<file path="src/rtl/avgf_pkg.sv">
package avgf_pkg;
  localparam int unsigned MAX_BURST = 18;
  localparam int unsigned CNT_W     = $clog2(MAX_BURST + 1);
  localparam int unsigned SH_W      = 3;
  localparam int unsigned MODE_W    = 3;

  typedef struct packed {
    logic [CNT_W-1:0] n;      // samples in burst
    logic             drop;   // reject one max and one min
    logic [SH_W-1:0]  shift;  // log2 of divisor
  } burst_cfg_t;

  function automatic burst_cfg_t decode_mode(input logic [MODE_W-1:0] m);
    burst_cfg_t c;
    case (m)
      3'd1:    c = '{n: CNT_W'(2),  drop: 1'b0, shift: SH_W'(1)};
      3'd2:    c = '{n: CNT_W'(4),  drop: 1'b1, shift: SH_W'(1)};
      3'd3:    c = '{n: CNT_W'(6),  drop: 1'b1, shift: SH_W'(2)};
      3'd4:    c = '{n: CNT_W'(10), drop: 1'b1, shift: SH_W'(3)};
      3'd5:    c = '{n: CNT_W'(18), drop: 1'b1, shift: SH_W'(4)};
      default: c = '{n: CNT_W'(1),  drop: 1'b0, shift: SH_W'(0)};
    endcase
    return c;
  endfunction
endpackage

</file>
<file path="src/rtl/avgf_mode_decode.sv">
module avgf_mode_decode
  import avgf_pkg::*;
(
  input  logic [MODE_W-1:0] mode_i,
  output burst_cfg_t        cfg_o
);
  always_comb cfg_o = decode_mode(mode_i);

  always_comb begin
    AST_CFG_SANE: assert (cfg_o.n >= CNT_W'(1) && cfg_o.n <= CNT_W'(MAX_BURST)
                          && (!cfg_o.drop || (cfg_o.n == CNT_W'((1 << cfg_o.shift) + 2))));
  end
endmodule

</file>
<file path="src/rtl/avgf_extreme_track.sv">
module avgf_extreme_track #(
  parameter int unsigned DATA_W = 12
) (
  input  logic              clk_i,
  input  logic              rst_ni,
  input  logic              acc_i,
  input  logic              first_i,
  input  logic [DATA_W-1:0] smp_i,
  output logic [DATA_W-1:0] min_nxt_o,
  output logic [DATA_W-1:0] max_nxt_o
);
  logic [DATA_W-1:0] min_q, max_q;
  logic              seen_q;

  always_comb begin
    if (first_i) begin
      min_nxt_o = smp_i;
      max_nxt_o = smp_i;
    end else begin
      min_nxt_o = (smp_i < min_q) ? smp_i : min_q;
      max_nxt_o = (smp_i > max_q) ? smp_i : max_q;
    end
  end

  always_ff @(posedge clk_i or negedge rst_ni) begin
    if (!rst_ni) begin
      min_q  <= '0;
      max_q  <= '0;
      seen_q <= 1'b0;
    end else if (acc_i) begin
      min_q  <= min_nxt_o;
      max_q  <= max_nxt_o;
      seen_q <= 1'b1;
    end
  end

  AST_MIN_LE_MAX: assert property (@(posedge clk_i) disable iff (!rst_ni)
    seen_q |-> (min_q <= max_q));

  AST_NEW_MIN: assert property (@(posedge clk_i) disable iff (!rst_ni)
    (acc_i && !first_i) |=> (min_q <= $past(smp_i) && max_q >= $past(smp_i)));
endmodule

</file>
<file path="src/rtl/avgf_accum.sv">
module avgf_accum #(
  parameter int unsigned DATA_W = 12,
  parameter int unsigned ACC_W  = 17,
  parameter int unsigned CNT_W  = 5,
  parameter int unsigned MAX_N  = 18
) (
  input  logic              clk_i,
  input  logic              rst_ni,
  input  logic              acc_i,
  input  logic              first_i,
  input  logic [DATA_W-1:0] smp_i,
  output logic [ACC_W-1:0]  sum_nxt_o,
  output logic [CNT_W-1:0]  cnt_nxt_o
);
  logic [ACC_W-1:0] sum_q;
  logic [CNT_W-1:0] cnt_q;

  always_comb begin
    sum_nxt_o = (first_i ? '0 : sum_q) + ACC_W'(smp_i);
    cnt_nxt_o = (first_i ? '0 : cnt_q) + CNT_W'(1);
  end

  always_ff @(posedge clk_i or negedge rst_ni) begin
    if (!rst_ni) begin
      sum_q <= '0;
      cnt_q <= '0;
    end else if (acc_i) begin
      sum_q <= sum_nxt_o;
      cnt_q <= cnt_nxt_o;
    end
  end

  AST_CNT_BOUND: assert property (@(posedge clk_i) disable iff (!rst_ni)
    cnt_q <= CNT_W'(MAX_N));

  AST_NO_OVERFLOW: assert property (@(posedge clk_i) disable iff (!rst_ni)
    int'(sum_q) <= int'(cnt_q) * ((1 << DATA_W) - 1));

  AST_RESTART_CNT: assert property (@(posedge clk_i) disable iff (!rst_ni)
    (acc_i && first_i) |=> (cnt_q == CNT_W'(1)));
endmodule

</file>
<file path="src/rtl/avgf_filter.sv">
module avgf_filter
  import avgf_pkg::*;
#(
  parameter int unsigned DATA_W = 12
) (
  input  logic              clk_i,
  input  logic              rst_ni,
  input  logic [DATA_W-1:0] sample_i,
  input  logic              sample_valid_i,
  input  logic              start_i,
  input  logic [MODE_W-1:0] mode_i,
  output logic [DATA_W-1:0] result_o,
  output logic              done_o
);
  localparam int unsigned ACC_W = DATA_W + $clog2(MAX_BURST);

  burst_cfg_t        cfg_dec, cfg_q, cfg_cur;
  logic              active_q, first, acc, last;
  logic [ACC_W-1:0]  sum_nxt, trim;
  logic [CNT_W-1:0]  cnt_nxt;
  logic [DATA_W-1:0] min_nxt, max_nxt, res_d;

  avgf_mode_decode u_dec (
    .mode_i (mode_i),
    .cfg_o  (cfg_dec)
  );

  assign first   = sample_valid_i && start_i;
  assign acc     = sample_valid_i && (start_i || active_q);
  assign cfg_cur = first ? cfg_dec : cfg_q;

  avgf_accum #(
    .DATA_W (DATA_W),
    .ACC_W  (ACC_W),
    .CNT_W  (CNT_W),
    .MAX_N  (MAX_BURST)
  ) u_acc (
    .clk_i     (clk_i),
    .rst_ni    (rst_ni),
    .acc_i     (acc),
    .first_i   (first),
    .smp_i     (sample_i),
    .sum_nxt_o (sum_nxt),
    .cnt_nxt_o (cnt_nxt)
  );

  avgf_extreme_track #(
    .DATA_W (DATA_W)
  ) u_ext (
    .clk_i     (clk_i),
    .rst_ni    (rst_ni),
    .acc_i     (acc),
    .first_i   (first),
    .smp_i     (sample_i),
    .min_nxt_o (min_nxt),
    .max_nxt_o (max_nxt)
  );

  assign last = acc && (cnt_nxt == cfg_cur.n);

  always_comb begin
    trim  = cfg_cur.drop ? (sum_nxt - ACC_W'(min_nxt) - ACC_W'(max_nxt)) : sum_nxt;
    res_d = DATA_W'(trim >> cfg_cur.shift);
  end

  always_ff @(posedge clk_i or negedge rst_ni) begin
    if (!rst_ni) begin
      active_q <= 1'b0;
      cfg_q    <= '0;
      result_o <= '0;
      done_o   <= 1'b0;
    end else begin
      done_o <= last;
      if (first) cfg_q <= cfg_dec;
      if (acc)   active_q <= !last;
      if (last)  result_o <= res_d;
    end
  end

  AST_DONE_AFTER_SAMPLE: assert property (@(posedge clk_i) disable iff (!rst_ni)
    done_o |-> $past(sample_valid_i));

  AST_MODE0_PASS: assert property (@(posedge clk_i) disable iff (!rst_ni)
    (sample_valid_i && start_i && mode_i == '0) |=> (done_o && result_o == $past(sample_i)));

  AST_IDLE_IGNORE: assert property (@(posedge clk_i) disable iff (!rst_ni)
    (!active_q && sample_valid_i && !start_i) |=> !done_o);

  AST_RESTART: assert property (@(posedge clk_i) disable iff (!rst_ni)
    (first && cfg_dec.n > CNT_W'(1)) |=> (active_q && !done_o));

  AST_RESULT_HOLD: assert property (@(posedge clk_i) disable iff (!rst_ni)
    !done_o |-> $stable(result_o));
endmodule

</file>
<file path="config.mk">
export PLATFORM = sky130hd
export DESIGN_NAME = avgf_filter
export DESIGN_NICKNAME = d
export VERILOG_FILES = /design/src/rtl/avgf_pkg.sv /design/src/rtl/avgf_mode_decode.sv /design/src/rtl/avgf_extreme_track.sv /design/src/rtl/avgf_accum.sv /design/src/rtl/avgf_filter.sv
export SDC_FILE = /design/constraint.sdc
export NUM_CORES = 1
export LEC_CHECK = 0
export ABC_AREA = 1
export BUFFER_PORTS_ARGS = -buffer_cell sky130_fd_sc_hd__buf_2
export CAP_MARGIN = 0
export CORE_MARGIN = 2
export CORE_UTILIZATION = 29
export DETAILED_ROUTE_END_ITERATION = 10
export PLACE_DENSITY = 0.47
export SLEW_MARGIN = 20
export SYNTH_ARGS = -nofsm -noshare
export SYNTH_HDL_FRONTEND = slang
export SYNTH_SLANG_ARGS = --single-unit
</file>
<file path="constraint.sdc">
create_clock -name clk_i -period 4.3 [get_ports clk_i]
set_input_delay 0.43 -clock clk_i [delete_from_list [all_inputs] [get_ports clk_i]]
set_output_delay 0.43 -clock clk_i [all_outputs]
set_load 0.005 [all_outputs]
</file>
==> results of run 1 <==
logic make-up after synthesis:
family          share of synthesized area
fa+ha+maj                           0.141
xor+xnor                           0.0280
flops                               0.278
simple gates                        0.314
compound gates                      0.139
buf+inv                            0.0996
sequential cells by signal, indices dropped and copies added, names as in the netlist:
signal	cells
done_o	1
active_q	1
cfg_q	9
u_acc.sum_q	17
u_ext.min_q	12
u_acc.cnt_q	5
u_ext.max_q	12
result_o	12
repair_timing:
| action | in CTS | in global routing |
|---|---|---|
| resized for setup | 15 | 168 |
| cloned | 0 | 3 |
| setup endpoints to repair | 12 | 12 |
| buffers inserted | 0 | 19 |
| pin swaps | 0 | 63 |
through the flow:
step / std cells / setup TNS [ns] / hold WS [ns]
after floorplan: 910 / 0 / 0.134
after global placement: 1293 / -3.76 / 0.464
after detailed placement: 1293 / -3.19 / 0.464
after CTS: 1309 / 0 / 0.286
after global routing: 1330 / -1.58 / 0.170
final: 1330 / 0 / 0.0862
final timing paths:
kind                                               to                   startpoint  depth (start not counted)
max in group asynchronous     result_o[0]$_DFFE_PN0P_                       rst_ni                          1
min                        u_ext.max_q[5]$_DFFE_PN0P_                       rst_ni                          1
max reg2reg                   result_o[9]$_DFFE_PN0P_  u_ext.max_q[11]$_DFFE_PN0P_                         26
min in group clk_i                 cfg_q[6]$_DFF_PN0_                    mode_i[1]                          3
max                           result_o[9]$_DFFE_PN0P_  u_ext.max_q[11]$_DFFE_PN0P_                         26
min reg2reg                   result_o[9]$_DFFE_PN0P_      result_o[9]$_DFFE_PN0P_                          2
area by class of cell:
class                           count  area, µm²  area share
Sequential cell                    69       1730       0.202
Tap cell                          275        344      0.0402
Inverter                          128        483      0.0565
Clock buffer                        9        225      0.0263
Multi-Input combinational cell    688       4520       0.528
Clock inverter                      7        121      0.0142
Timing Repair Buffer              154       1130       0.132
cells in the mapped netlist, types with 7 or more instances:
cell	instances	share of area
sky130_fd_sc_hd__inv_1	120	0.073
sky130_fd_sc_hd__xor2_1	12	0.017
sky130_fd_sc_hd__o21ai_1	12	0.0097
sky130_fd_sc_hd__ha_1	49	0.099
sky130_fd_sc_hd__o21ai_0	77	0.062
sky130_fd_sc_hd__dfrtp_1	69	0.28
sky130_fd_sc_hd__inv_2	7	0.0042
sky130_fd_sc_hd__nand4_1	16	0.016
sky130_fd_sc_hd__nor2_1	57	0.034
sky130_fd_sc_hd__buf_2	9	0.0073
sky130_fd_sc_hd__nand3_1	73	0.059
sky130_fd_sc_hd__clkbuf_1	12	0.0073
sky130_fd_sc_hd__fa_1	13	0.042
sky130_fd_sc_hd__nand2_1	281	0.17
sky130_fd_sc_hd__a21oi_1	33	0.027
layer usage:
| layer | part of all wire | global-route usage | wire length (µm) |
|---|---|---|---|
| met1 | 0.47 | 0.223 | 8940 |
| met2 | 0.48 | 0.287 | 9100 |
| met3 | 0.024 | 0.0282 | 460 |
| met4 | 0.019 | 0.0505 | 360 |
| met5 | 0 | 0 | 0 |
worst reg2reg max path, cell delays in order (launching register included):
cell	delay, ns
sky130_fd_sc_hd__dfrtp_1	0.39
sky130_fd_sc_hd__inv_2	0.06
sky130_fd_sc_hd__ha_4	0.26
sky130_fd_sc_hd__nand4_1	0.21
sky130_fd_sc_hd__buf_4	0.21
sky130_fd_sc_hd__o211ai_1	0.20
sky130_fd_sc_hd__o41ai_2	0.12
sky130_fd_sc_hd__nand2_2	0.18
sky130_fd_sc_hd__buf_6	0.16
sky130_fd_sc_hd__nand2_2	0.04
sky130_fd_sc_hd__o21ai_1	0.07
sky130_fd_sc_hd__buf_4	0.15
sky130_fd_sc_hd__fa_1	0.47
sky130_fd_sc_hd__ha_4	0.34
sky130_fd_sc_hd__nand2_4	0.07
sky130_fd_sc_hd__nor2_4	0.08
sky130_fd_sc_hd__nand4_1	0.17
sky130_fd_sc_hd__nand3_2	0.14
sky130_fd_sc_hd__nand2_2	0.06
sky130_fd_sc_hd__nand3_2	0.08
sky130_fd_sc_hd__nand3_2	0.09
sky130_fd_sc_hd__o21ai_2	0.09
sky130_fd_sc_hd__nand2_1	0.09
sky130_fd_sc_hd__nand3_1	0.11
sky130_fd_sc_hd__nand3_1	0.08
sky130_fd_sc_hd__nand2_1	0.06
sky130_fd_sc_hd__nand2_1	0.05
==> tab_implementation.tex, run 1 <==
\begin{tabular}{lr}
\hline
Metric & Value \\
\hline
\multicolumn{2}{l}{\textbf{Synthesis}} \\
\quad Proportion of synthesized chip area in sequential cells & 0.278 \\
\quad Post-Synthesis Net Count & 991 \\
\quad Most used DFF post-synth & sky130\_fd\_sc\_hd\_\_dfrtp\_1 \\
\quad EDFF count, synth & 0 \\
\quad Yosys warning count & 0 \\
\quad Unique masters post-synth & between 40 and 50 \\
\quad Async SR Flop Fraction & 1.00 \\
\quad Flop and latch count out of synthesis & 69 \\
\quad Post-Synthesis Cells & 910 \\
\quad Mean instance size in the synthesized netlist & 6.82 µm² \\
\quad Synthesized area & 6210 µm² \\
\multicolumn{2}{l}{\textbf{Worst setup path}} \\
\quad Delay of the slowest critical-path stage & between 0.4 and 0.5 ns \\
\quad Largest fanout of any net on the critical path & 6 \\
\quad WP data arrival & 4.38 ns \\
\quad Largest delay contributor family on the critical path & simple AND/OR/NAND/NOR gates \\
\quad Cell at the slowest stage of the critical path & sky130\_fd\_sc\_hd\_\_fa\_1 \\
\quad Setup crit start kind & register \\
\quad Buffer and inverter count on the worst path & 4 \\
\quad Data required time of the worst path & 4.54 ns \\
\quad Capturing element type of the critical path & register \\
\quad Kind of critical path & reg2reg \\
\quad Register-to-register path setup slack & 0.16 ns \\
\multicolumn{2}{l}{\textbf{Die}} \\
\quad Starting density of the core & 0.295 \\
\quad Placement row count & 53 \\
\quad Die Footprint & 22600 µm² \\
\quad Die outline width & 150 µm \\
\quad Top Ports & 32 \\
\quad Std-Cell Core Area & 21000 µm² \\
\quad Die Ht & 150 µm \\
\multicolumn{2}{l}{\textbf{Placed design}} \\
\quad Post-Place Worst Slack & -0.342 ns \\
\quad Placed Instance Area & between 7000 and 8000 µm² \\
\quad Final estimated routing congestion in global placement & 0.832 \\
\quad Final HPWL DP & 14.3 mm \\
\quad Number of buffers inserted by port buffering & 31 \\
\multicolumn{2}{l}{\textbf{Drt}} \\
\quad Length of the first detailed-routing pass in iterations & 5 \\
\quad Wirelength per Cell & 14.2 µm \\
\quad Overall routed net length & 18.9 mm \\
\quad DRC violation total after the first TritonRoute iteration & 272 \\
\quad Via count & 6195 \\
\quad Per-cell via count in the routed design & 4.66 \\
\quad DRC violations left & 0 \\
\quad Antenna viol nets, final & 0 \\
\multicolumn{2}{l}{\textbf{Layout}} \\
\quad P\&R area growth vs syn & 37.7\% \\
\quad \# nets final & between 1000 and 1500 \\
\quad Most common library cell in the layout ignoring fill and taps & sky130\_fd\_sc\_hd\_\_nand2\_1 \\
\quad Share of final-layout standard cells stronger than drive strength 1 & 0.319 \\
\quad Post-route cell area & $\sim$8500 µm² \\
\quad Layout Utilization & 0.407 \\
\quad Fill cell total of the finished layout & 2221 \\
\quad Most frequent cells in the layout & 249 x sky130\_fd\_sc\_hd\_\_nand2\_1, 114 x sky130\_fd\_sc\_hd\_\_buf\_4, 113 x sky130\_fd\_sc\_hd\_\_inv\_1 \\
\quad Diodes inserted & 0 \\
\multicolumn{2}{l}{\textbf{Clocking}} \\
\quad Clock Path Buffers & 2 \\
\quad CTS clock-pin slew for the worst setup and hold paths & 0.06 ns \\
\quad Clock tree sinks & 69 \\
\quad Worst skew pair latency & 0.35 ns \\
\quad Hold-fix buffers, CTS & 0 \\
\quad CTS Root Buffer Type & sky130\_fd\_sc\_hd\_\_clkbuf\_16 \\
\quad Number of CTS-inserted buffers & 9 \\
\quad Number of H-tree levels & 3 \\
\quad CTS tree & done \\
\multicolumn{2}{l}{\textbf{STA}} \\
\quad Worst Clk Skew & between 0.005 and 0.006 ns \\
\quad Final setup violating endpoints & 0 \\
\quad Slew at the pin with the worst max-slew slack & 0.713 ns \\
\quad Max-slew violation count & 0 \\
\quad Final hold violation count & 0 \\
\quad Post-route minimum period & slightly above 4 ns \\
\quad Maximum clock frequency & around 240 MHz \\
\quad Period utilization & 0.963 \\
\quad Final WS setup & 0.157 ns \\
\quad Normalized max-slew margin & 0.524 \\
\quad RSZ-0062 raised after global routing & true \\
\multicolumn{2}{l}{\textbf{Run}} \\
\quad Max-capacitance violation count & 0 \\
\multicolumn{2}{l}{\textbf{Global route}} \\
\quad Number of antenna violations at the first check in global routing & 0 \\
\quad First-pass GRT wire length & between 20 and 30 mm \\
\quad Via count of the first global-routing pass & 5905 \\
\quad Total Routing Usage GR & 0.170 \\
\quad Largest net degree at the start of global routing & 70 \\
\quad Overflow after GRT & 0 \\
\multicolumn{2}{l}{\textbf{Status}} \\
\quad Result of the run & complete, no violations \\
\multicolumn{2}{l}{\textbf{Worst hold path}} \\
\quad Tightest Hold Check Type & in2async \\
\hline
\end{tabular}
Power of run 1 is left out: the tool's default activity adds up to more than one toggle a clock period on the data nets, which glitch-free logic cannot reach.
==> inputs of run 2 (changes only) <==
--- a/config.mk
+++ b/config.mk
@@ -6,9 +6,9 @@
 export NUM_CORES = 1
 export LEC_CHECK = 0
 export ABC_AREA = 1
-export BUFFER_PORTS_ARGS = -buffer_cell sky130_fd_sc_hd__buf_2
+export BUFFER_PORTS_ARGS = -buffer_cell sky130_fd_sc_hd__buf_4
 export CAP_MARGIN = 0
-export CORE_MARGIN = 2
+export CORE_MARGIN = 8
 export CORE_UTILIZATION = 29
 export DETAILED_ROUTE_END_ITERATION = 10
 export PLACE_DENSITY = 0.47
==> run 2 against run 1 <==
Net effect: utilization decreased by 0.11 points; worst setup slack got worse by 0.034 ns; clock skew increased by 0.00063 ns; non-clock buffer count decreased by 2; largest cell class unchanged; die area increased by 17%; via count decreased by 0.56%; wire length increased by 0.25%; cell count decreased by 0.15%.
==> tab_implementation.tex, run 2 (synthesized netlist as in run 1, its figures left out) <==
\begin{tabular}{lr}
\hline
Metric & Value \\
\hline
\multicolumn{2}{l}{\textbf{Status}} \\
\quad Result of the run & complete, no violations (unchanged) \\
\multicolumn{2}{l}{\textbf{Worst setup path}} \\
\quad Critical path depth & 27 (was 26) \\
\quad Kind of critical path & reg2reg (unchanged) \\
\quad Capturing element type of the critical path & register (unchanged) \\
\quad Delay of the slowest critical-path stage & 0.55 ns (was 0.47 ns) \\
\quad Number of cells on the worst reg-to-reg path & 27 (was 26) \\
\quad Setup crit start kind & register (unchanged) \\
\quad WP data arrival & 4.41 ns (was 4.38 ns) \\
\quad Cell at the slowest stage of the critical path & sky130\_fd\_sc\_hd\_\_fa\_1 (unchanged) \\
\quad Register-to-register path setup slack & 0.12 ns (was 0.16 ns) \\
\quad Buffer and inverter count on the worst path & 7 (was 4) \\
\quad Largest delay contributor family on the critical path & adder cells (was simple AND/OR/NAND/NOR gates) \\
\quad Largest fanout of any net on the critical path & 5 (was 6) \\
\quad Data required time of the worst path & 4.53 ns (was 4.54 ns) \\
\quad Most prevalent standard cell on the critical path & sky130\_fd\_sc\_hd\_\_nand2\_1 \\
\multicolumn{2}{l}{\textbf{Clocking}} \\
\quad CTS Root Buffer Type & sky130\_fd\_sc\_hd\_\_clkbuf\_16 (unchanged) \\
\quad Number of H-tree levels & 3 (unchanged) \\
\quad CTS clock-pin slew for the worst setup and hold paths & 0.06 ns (about the same) \\
\quad CTS tree & done (unchanged) \\
\quad Hold-fix buffers, CTS & 0 (unchanged) \\
\quad Number of CTS-inserted buffers & 9 (unchanged) \\
\quad Clock Path Buffers & 2 (unchanged) \\
\quad Clock tree sinks & 69 (unchanged) \\
\quad Worst skew pair latency & 0.35 ns (about the same) \\
\multicolumn{2}{l}{\textbf{Die}} \\
\quad Top Ports & 32 (unchanged) \\
\quad Die outline width & 162 µm (was 150 µm) \\
\quad Die Footprint & 26300 µm² (was 22600 µm²) \\
\quad Placement row count & 53 (unchanged) \\
\quad Std-Cell Core Area & 21000 µm² (unchanged) \\
\quad Die Ht & 162 µm (was 150 µm) \\
\quad Starting density of the core & 0.295 (unchanged) \\
\multicolumn{2}{l}{\textbf{Placed design}} \\
\quad Final estimated routing congestion in global placement & 0.830 (was 0.832) \\
\quad Number of buffers inserted by port buffering & 31 (unchanged) \\
\quad Final HPWL DP & 14.5 mm (was 14.3 mm) \\
\multicolumn{2}{l}{\textbf{Layout}} \\
\quad Most common library cell in the layout ignoring fill and taps & sky130\_fd\_sc\_hd\_\_nand2\_1 (unchanged) \\
\quad Share of final-layout standard cells stronger than drive strength 1 & 0.316 (was 0.319) \\
\quad \# nets final & 1129 (was 1131) \\
\quad Fill cell total of the finished layout & 2191 (was 2221) \\
\quad Layout Utilization & 0.406 (was 0.407) \\
\quad Diodes inserted & 0 (unchanged) \\
\quad P\&R area growth vs syn & 37.3\% (was 37.7\%) \\
\quad Most frequent cells in the layout & 251 x sky130\_fd\_sc\_hd\_\_nand2\_1, 142 x sky130\_fd\_sc\_hd\_\_buf\_4, 111 x sky130\_fd\_sc\_hd\_\_inv\_1 (was 249 x sky130\_fd\_sc\_hd\_\_nand2\_1, 114 x sky130\_fd\_sc\_hd\_\_buf\_4, 113 x sky130\_fd\_sc\_hd\_\_inv\_1) \\
\quad Largest register FFs & 17 (unchanged) \\
\quad Register with the most flip-flops & u\_acc.sum\_q (unchanged) \\
\multicolumn{2}{l}{\textbf{Drt}} \\
\quad DRC violations left & 0 (unchanged) \\
\quad Length of the first detailed-routing pass in iterations & 5 (unchanged) \\
\quad Antenna viol nets, final & 0 (unchanged) \\
\quad DRC violation total after the first TritonRoute iteration & 309 (was 272) \\
\quad Wirelength per Cell & 14.2 µm (about the same) \\
\quad Via count & 6160 (was 6195) \\
\quad Overall routed net length & 18.9 mm (about the same) \\
\quad Per-cell via count in the routed design & 4.64 (was 4.66) \\
\multicolumn{2}{l}{\textbf{Worst hold path}} \\
\quad Tightest Hold Check Type & in2async (unchanged) \\
\multicolumn{2}{l}{\textbf{STA}} \\
\quad Maximum clock frequency & 239 MHz (was 241 MHz) \\
\quad Setup Total Neg Slack & 0 ns (unchanged) \\
\quad Max-slew violation count & 0 (unchanged) \\
\quad Normalized max-slew margin & 0.589 (was 0.524) \\
\quad Slew at the pin with the worst max-slew slack & 0.616 ns (was 0.713 ns) \\
\quad Final setup violating endpoints & 0 (unchanged) \\
\quad Worst Clk Skew & 0.00598 ns (was 0.00535 ns) \\
\quad RSZ-0062 raised after global routing & true (unchanged) \\
\quad Final hold violation count & 0 (unchanged) \\
\quad Post-route minimum period & 4.18 ns (was 4.14 ns) \\
\quad Period utilization & 0.971 (was 0.963) \\
\multicolumn{2}{l}{\textbf{Global route}} \\
\quad Total Routing Usage GR & 0.145 (was 0.170) \\
\quad First-pass GRT wire length & 30.6 mm (was 29.9 mm) \\
\quad Largest net degree at the start of global routing & 54 (was 70) \\
\quad Overflow after GRT & 0 (unchanged) \\
\quad Via count of the first global-routing pass & 6002 (was 5905) \\
\quad Number of antenna violations at the first check in global routing & 0 (unchanged) \\
\multicolumn{2}{l}{\textbf{Run}} \\
\quad Max-capacitance violation count & 0 (unchanged) \\
\hline
\end{tabular}
==> run 2: worst reg2reg max path, delay by kind of cell, from the launching register on <==
kind            cells  cell delay [ns]
buf+inv             7             0.79
flops               1             0.41
simple gates       11             1.02
compound gates      6             0.75
fa+ha+maj           3             1.09
==> run 2: final cells by class <==
| class | instances | area [µm²] | area share |
|---|---|---|---|
| clock buffer | 10 | 239 | 0.0280 |
| inverter | 128 | 483 | 0.0566 |
| tap | 275 | 344 | 0.0404 |
| multi-input combinational | 688 | 4490 | 0.527 |
| clock inverter | 6 | 61.3 | 0.00719 |
| sequential | 69 | 1730 | 0.202 |
| timing repair buffer | 152 | 1180 | 0.139 |
==> run 2: what timing repair did <==
item / in CTS / in global routing
resized for setup: 19 / 160
buffers inserted: 0 / 14
setup endpoints to repair: 12 / 12
gates cloned: 0 / 3
pin swaps: 1 / 69
==> run 2: metal layers <==
layer  share of wire  wire (µm)  track usage
met5               0          0            0
met1            0.48       9070        0.188
met2            0.49       9270        0.248
met3           0.019        357       0.0220
met4           0.011        215       0.0354
==> run 2: per-stage QoR <==
step	worst slack, ns	instance area [µm²]	hold slack (ns)	std cells
final	0.123	8530	0.0756	1328
after detailed placement	-0.382	7450	0.471	1297
after global placement	-0.402	7450	0.469	1297
after floorplan	0.125	6210	0.134	910
after global routing	-0.124	8530	0.128	1328
after CTS	0.00692	7780	0.104	1313
==> run 2: worst paths after layout <==
check	startpoint	to
max	u_ext.max_q[10]$_DFFE_PN0P_	result_o[3]$_DFFE_PN0P_
min	rst_ni	u_ext.min_q[3]$_DFFE_PN0P_
max reg2reg	u_ext.max_q[10]$_DFFE_PN0P_	result_o[3]$_DFFE_PN0P_
min reg2reg	result_o[0]$_DFFE_PN0P_	result_o[0]$_DFFE_PN0P_
max in group asynchronous	rst_ni	cfg_q[6]$_DFF_PN0_
min in group clk_i	mode_i[1]	cfg_q[6]$_DFF_PN0_
Power of run 2 is left out for the same reason.
==> inputs of run 3 (changes only) <==
--- a/config.mk
+++ b/config.mk
@@ -6,7 +6,7 @@
 export NUM_CORES = 1
 export LEC_CHECK = 0
 export ABC_AREA = 1
-export BUFFER_PORTS_ARGS = -buffer_cell sky130_fd_sc_hd__buf_4
+export BUFFER_PORTS_ARGS = -buffer_cell sky130_fd_sc_hd__buf_2
 export CAP_MARGIN = 0
 export CORE_MARGIN = 8
 export CORE_UTILIZATION = 29
==> run 3 against run 2 <==
Net effect: sequential share of layout area increased by 0.29 points; clock skew about the same; hold slack improved by 0.37 ns; flip-flop and latch count unchanged; critical path type unchanged; first-iteration DRC count decreased by 9.7%; utilization decreased by 0.57 points; register-to-register slack improved by 0.08 ns; highest routed layer unchanged; design area decreased by 1.4%; largest cell class unchanged; worst setup slack improved by 0.084 ns; critical path depth increased by 1.
==> tab_implementation.tex, run 3 (synthesized netlist as in run 1, its figures left out) <==
\begin{tabular}{lr}
\hline
Metric & Value \\
\hline
\multicolumn{2}{l}{\textbf{Status}} \\
\quad Result of the run & complete, no violations (unchanged) \\
\multicolumn{2}{l}{\textbf{Layout}} \\
\quad Register with the most flip-flops & u\_acc.sum\_q (unchanged) \\
\quad Most frequent cells in the layout & 262 x sky130\_fd\_sc\_hd\_\_nand2\_1, 113 x sky130\_fd\_sc\_hd\_\_buf\_4, 111 x sky130\_fd\_sc\_hd\_\_inv\_1 (was 251 x sky130\_fd\_sc\_hd\_\_nand2\_1, 142 x sky130\_fd\_sc\_hd\_\_buf\_4, 111 x sky130\_fd\_sc\_hd\_\_inv\_1) \\
\quad Number of non-filler instances in the completed layout & 1328 (unchanged) \\
\quad \# nets final & 1129 (unchanged) \\
\quad Largest register FFs & 17 (unchanged) \\
\quad Combined flip-flop and latch cell area & 1730 µm² (unchanged) \\
\quad Layout Utilization & 0.400 (was 0.406) \\
\quad Diodes inserted & 0 (unchanged) \\
\quad Most common library cell in the layout ignoring fill and taps & sky130\_fd\_sc\_hd\_\_nand2\_1 (unchanged) \\
\quad Total area of multi-input combinational cells & 4400 µm² (was 4490 µm²) \\
\quad Fill cell total of the finished layout & 2238 (was 2191) \\
\quad P\&R area growth vs syn & 35.4\% (was 37.3\%) \\
\quad Share of final-layout standard cells stronger than drive strength 1 & 0.292 (was 0.316) \\
\multicolumn{2}{l}{\textbf{Clocking}} \\
\quad CTS tree & done (unchanged) \\
\quad CTS Root Buffer Type & sky130\_fd\_sc\_hd\_\_clkbuf\_16 (unchanged) \\
\quad Number of CTS-inserted buffers & 9 (unchanged) \\
\quad CTS clock-pin slew for the worst setup and hold paths & 0.06 ns (about the same) \\
\quad Clock tree sinks & 69 (unchanged) \\
\quad Worst skew pair latency & 0.34 ns (was 0.35 ns) \\
\quad Number of H-tree levels & 3 (unchanged) \\
\quad Clock Path Buffers & 2 (unchanged) \\
\multicolumn{2}{l}{\textbf{Global route}} \\
\quad Busiest layer in global routing & met2 (unchanged) \\
\quad Met3 usage & 0.0218 (was 0.0220) \\
\quad Global routing usage on met1 & 0.185 (was 0.188) \\
\quad Largest net degree at the start of global routing & 70 (was 54) \\
\quad Number of antenna violations at the first check in global routing & 0 (unchanged) \\
\quad Overflow after GRT & 0 (unchanged) \\
\quad Total Routing Usage GR & 0.144 (was 0.145) \\
\quad Met2 Track Usage GR & 0.247 (was 0.248) \\
\quad First-pass GRT wire length & 30.2 mm (was 30.6 mm) \\
\quad Via count of the first global-routing pass & 5884 (was 6002) \\
\multicolumn{2}{l}{\textbf{STA}} \\
\quad Maximum clock frequency & 244 MHz (was 239 MHz) \\
\quad Worst Clk Skew & 0.00590 ns (was 0.00598 ns) \\
\quad Final hold violation count & 0 (unchanged) \\
\quad Normalized max-slew margin & 0.519 (was 0.589) \\
\quad Period utilization & 0.952 (was 0.971) \\
\quad Slew at the pin with the worst max-slew slack & 0.721 ns (was 0.616 ns) \\
\quad Post-route minimum period & 4.09 ns (was 4.18 ns) \\
\quad Final setup violating endpoints & 0 (unchanged) \\
\quad Max-slew violation count & 0 (unchanged) \\
\quad RSZ-0062 raised after global routing & true (unchanged) \\
\multicolumn{2}{l}{\textbf{Die}} \\
\quad Die Footprint & 26300 µm² (unchanged) \\
\quad Top Ports & 32 (unchanged) \\
\quad Starting density of the core & 0.295 (unchanged) \\
\quad Placement row count & 53 (unchanged) \\
\quad Std-Cell Core Area & 21000 µm² (unchanged) \\
\quad Die Ht & 162 µm (unchanged) \\
\quad Die outline width & 162 µm (unchanged) \\
\multicolumn{2}{l}{\textbf{Drt}} \\
\quad Per-cell via count in the routed design & 4.65 (was 4.64) \\
\quad Wirelength per Cell & 14.4 µm (was 14.2 µm) \\
\quad Overall routed net length & 19.1 mm (was 18.9 mm) \\
\quad Antenna viol nets, final & 0 (unchanged) \\
\quad Length of the first detailed-routing pass in iterations & 4 (was 5) \\
\quad DRC violations left & 0 (unchanged) \\
\quad Via count & 6172 (was 6160) \\
\quad DRC violation total after the first TritonRoute iteration & 279 (was 309) \\
\multicolumn{2}{l}{\textbf{Worst setup path}} \\
\quad Kind of critical path & reg2reg (unchanged) \\
\quad Capturing element type of the critical path & register (unchanged) \\
\quad Data required time of the worst path & 4.54 ns (was 4.53 ns) \\
\quad Largest fanout of any net on the critical path & 5 (unchanged) \\
\quad Most prevalent standard cell on the critical path & sky130\_fd\_sc\_hd\_\_nand2\_2 (was sky130\_fd\_sc\_hd\_\_nand2\_1) \\
\quad WP data arrival & 4.33 ns (was 4.41 ns) \\
\quad Cell at the slowest stage of the critical path & sky130\_fd\_sc\_hd\_\_fa\_2 (was sky130\_fd\_sc\_hd\_\_fa\_1) \\
\quad Number of cells on the worst reg-to-reg path & 28 (was 27) \\
\quad Setup crit start kind & register (unchanged) \\
\quad Delay of the slowest critical-path stage & 0.41 ns (was 0.55 ns) \\
\multicolumn{2}{l}{\textbf{Placed design}} \\
\quad Final HPWL DP & 14.4 mm (was 14.5 mm) \\
\quad Final estimated routing congestion in global placement & 0.815 (was 0.830) \\
\quad Post-placement cell count & 1297 (unchanged) \\
\quad Number of buffers inserted by port buffering & 31 (unchanged) \\
\multicolumn{2}{l}{\textbf{Run}} \\
\quad Max-capacitance violation count & 0 (unchanged) \\
\multicolumn{2}{l}{\textbf{Worst hold path}} \\
\quad Tightest Hold Check Type & in2reg (was in2async) \\
\quad Hold Path Depth & 3 \\
\hline
\end{tabular}
[run 3: final timing paths]
path / start / end / slack, ns
setup / recovery: u_ext.max_q[1]$_DFFE_PN0P_ / result_o[0]$_DFFE_PN0P_ / 0.21
hold / removal: mode_i[1] / cfg_q[6]$_DFF_PN0_ / 0.44
setup reg to reg: u_ext.max_q[1]$_DFFE_PN0P_ / result_o[0]$_DFFE_PN0P_ / 0.21
hold reg to reg: result_o[0]$_DFFE_PN0P_ / result_o[0]$_DFFE_PN0P_ / 0.47
max in group asynchronous: rst_ni / result_o[3]$_DFFE_PN0P_ / 3.17
min in group asynchronous: rst_ni / u_ext.min_q[5]$_DFFE_PN0P_ / 0.54
[run 3: area by class of cell]
type / count / share of cell area
repair buffers: 152 / 0.137
clock buffers: 9 / 0.0268
clock inverters: 7 / 0.00878
multi-input cells: 688 / 0.523
well taps: 275 / 0.0409
inverters: 128 / 0.0577
flip-flops and latches: 69 / 0.205
[run 3: metal layers]
metal / wire length, µm / part of all wire
met4: 210 / 0.011
met1: 9140 / 0.48
met5: 0 / 0
met3: 424 / 0.022
met2: 9320 / 0.49
[run 3: through the flow]
stage | setup WS, ns | TNS, ns | instance area [µm²] | hold slack [ns]
final | 0.208 | 0 | 8410 | 0.441
after detailed placement | -0.381 | -3.92 | 7380 | 0.461
after floorplan | 0.125 | 0 | 6210 | 0.134
after global routing | -0.111 | -0.615 | 8410 | 0.459
after global placement | -0.381 | -3.88 | 7380 | 0.460
after CTS | 0.00434 | 0 | 7740 | 0.290
[run 3: what timing repair did]
| action | 4_1_cts | 5_1_grt |
|---|---|---|
| pin swaps | 3 | 43 |
| gates resized for setup | 25 | 113 |
| endpoints found under the setup margin | 12 | 12 |
| endpoints found under the hold margin | 0 | 9 |
| hold buffers | 0 | 1 |
| cloned | 1 | 3 |
| buffers inserted | 0 | 10 |
[run 3: critical path, delay by kind of cell (launching register included)]
family	cells	cell delay, ns
buffers and inverters	4	0.48
DFF	1	0.37
and+or+nand+nor	13	1.09
AOI/OAI and AO/OA	8	1.02
adders and majority gates	3	1.01
Power of run 3 is left out for the same reason.
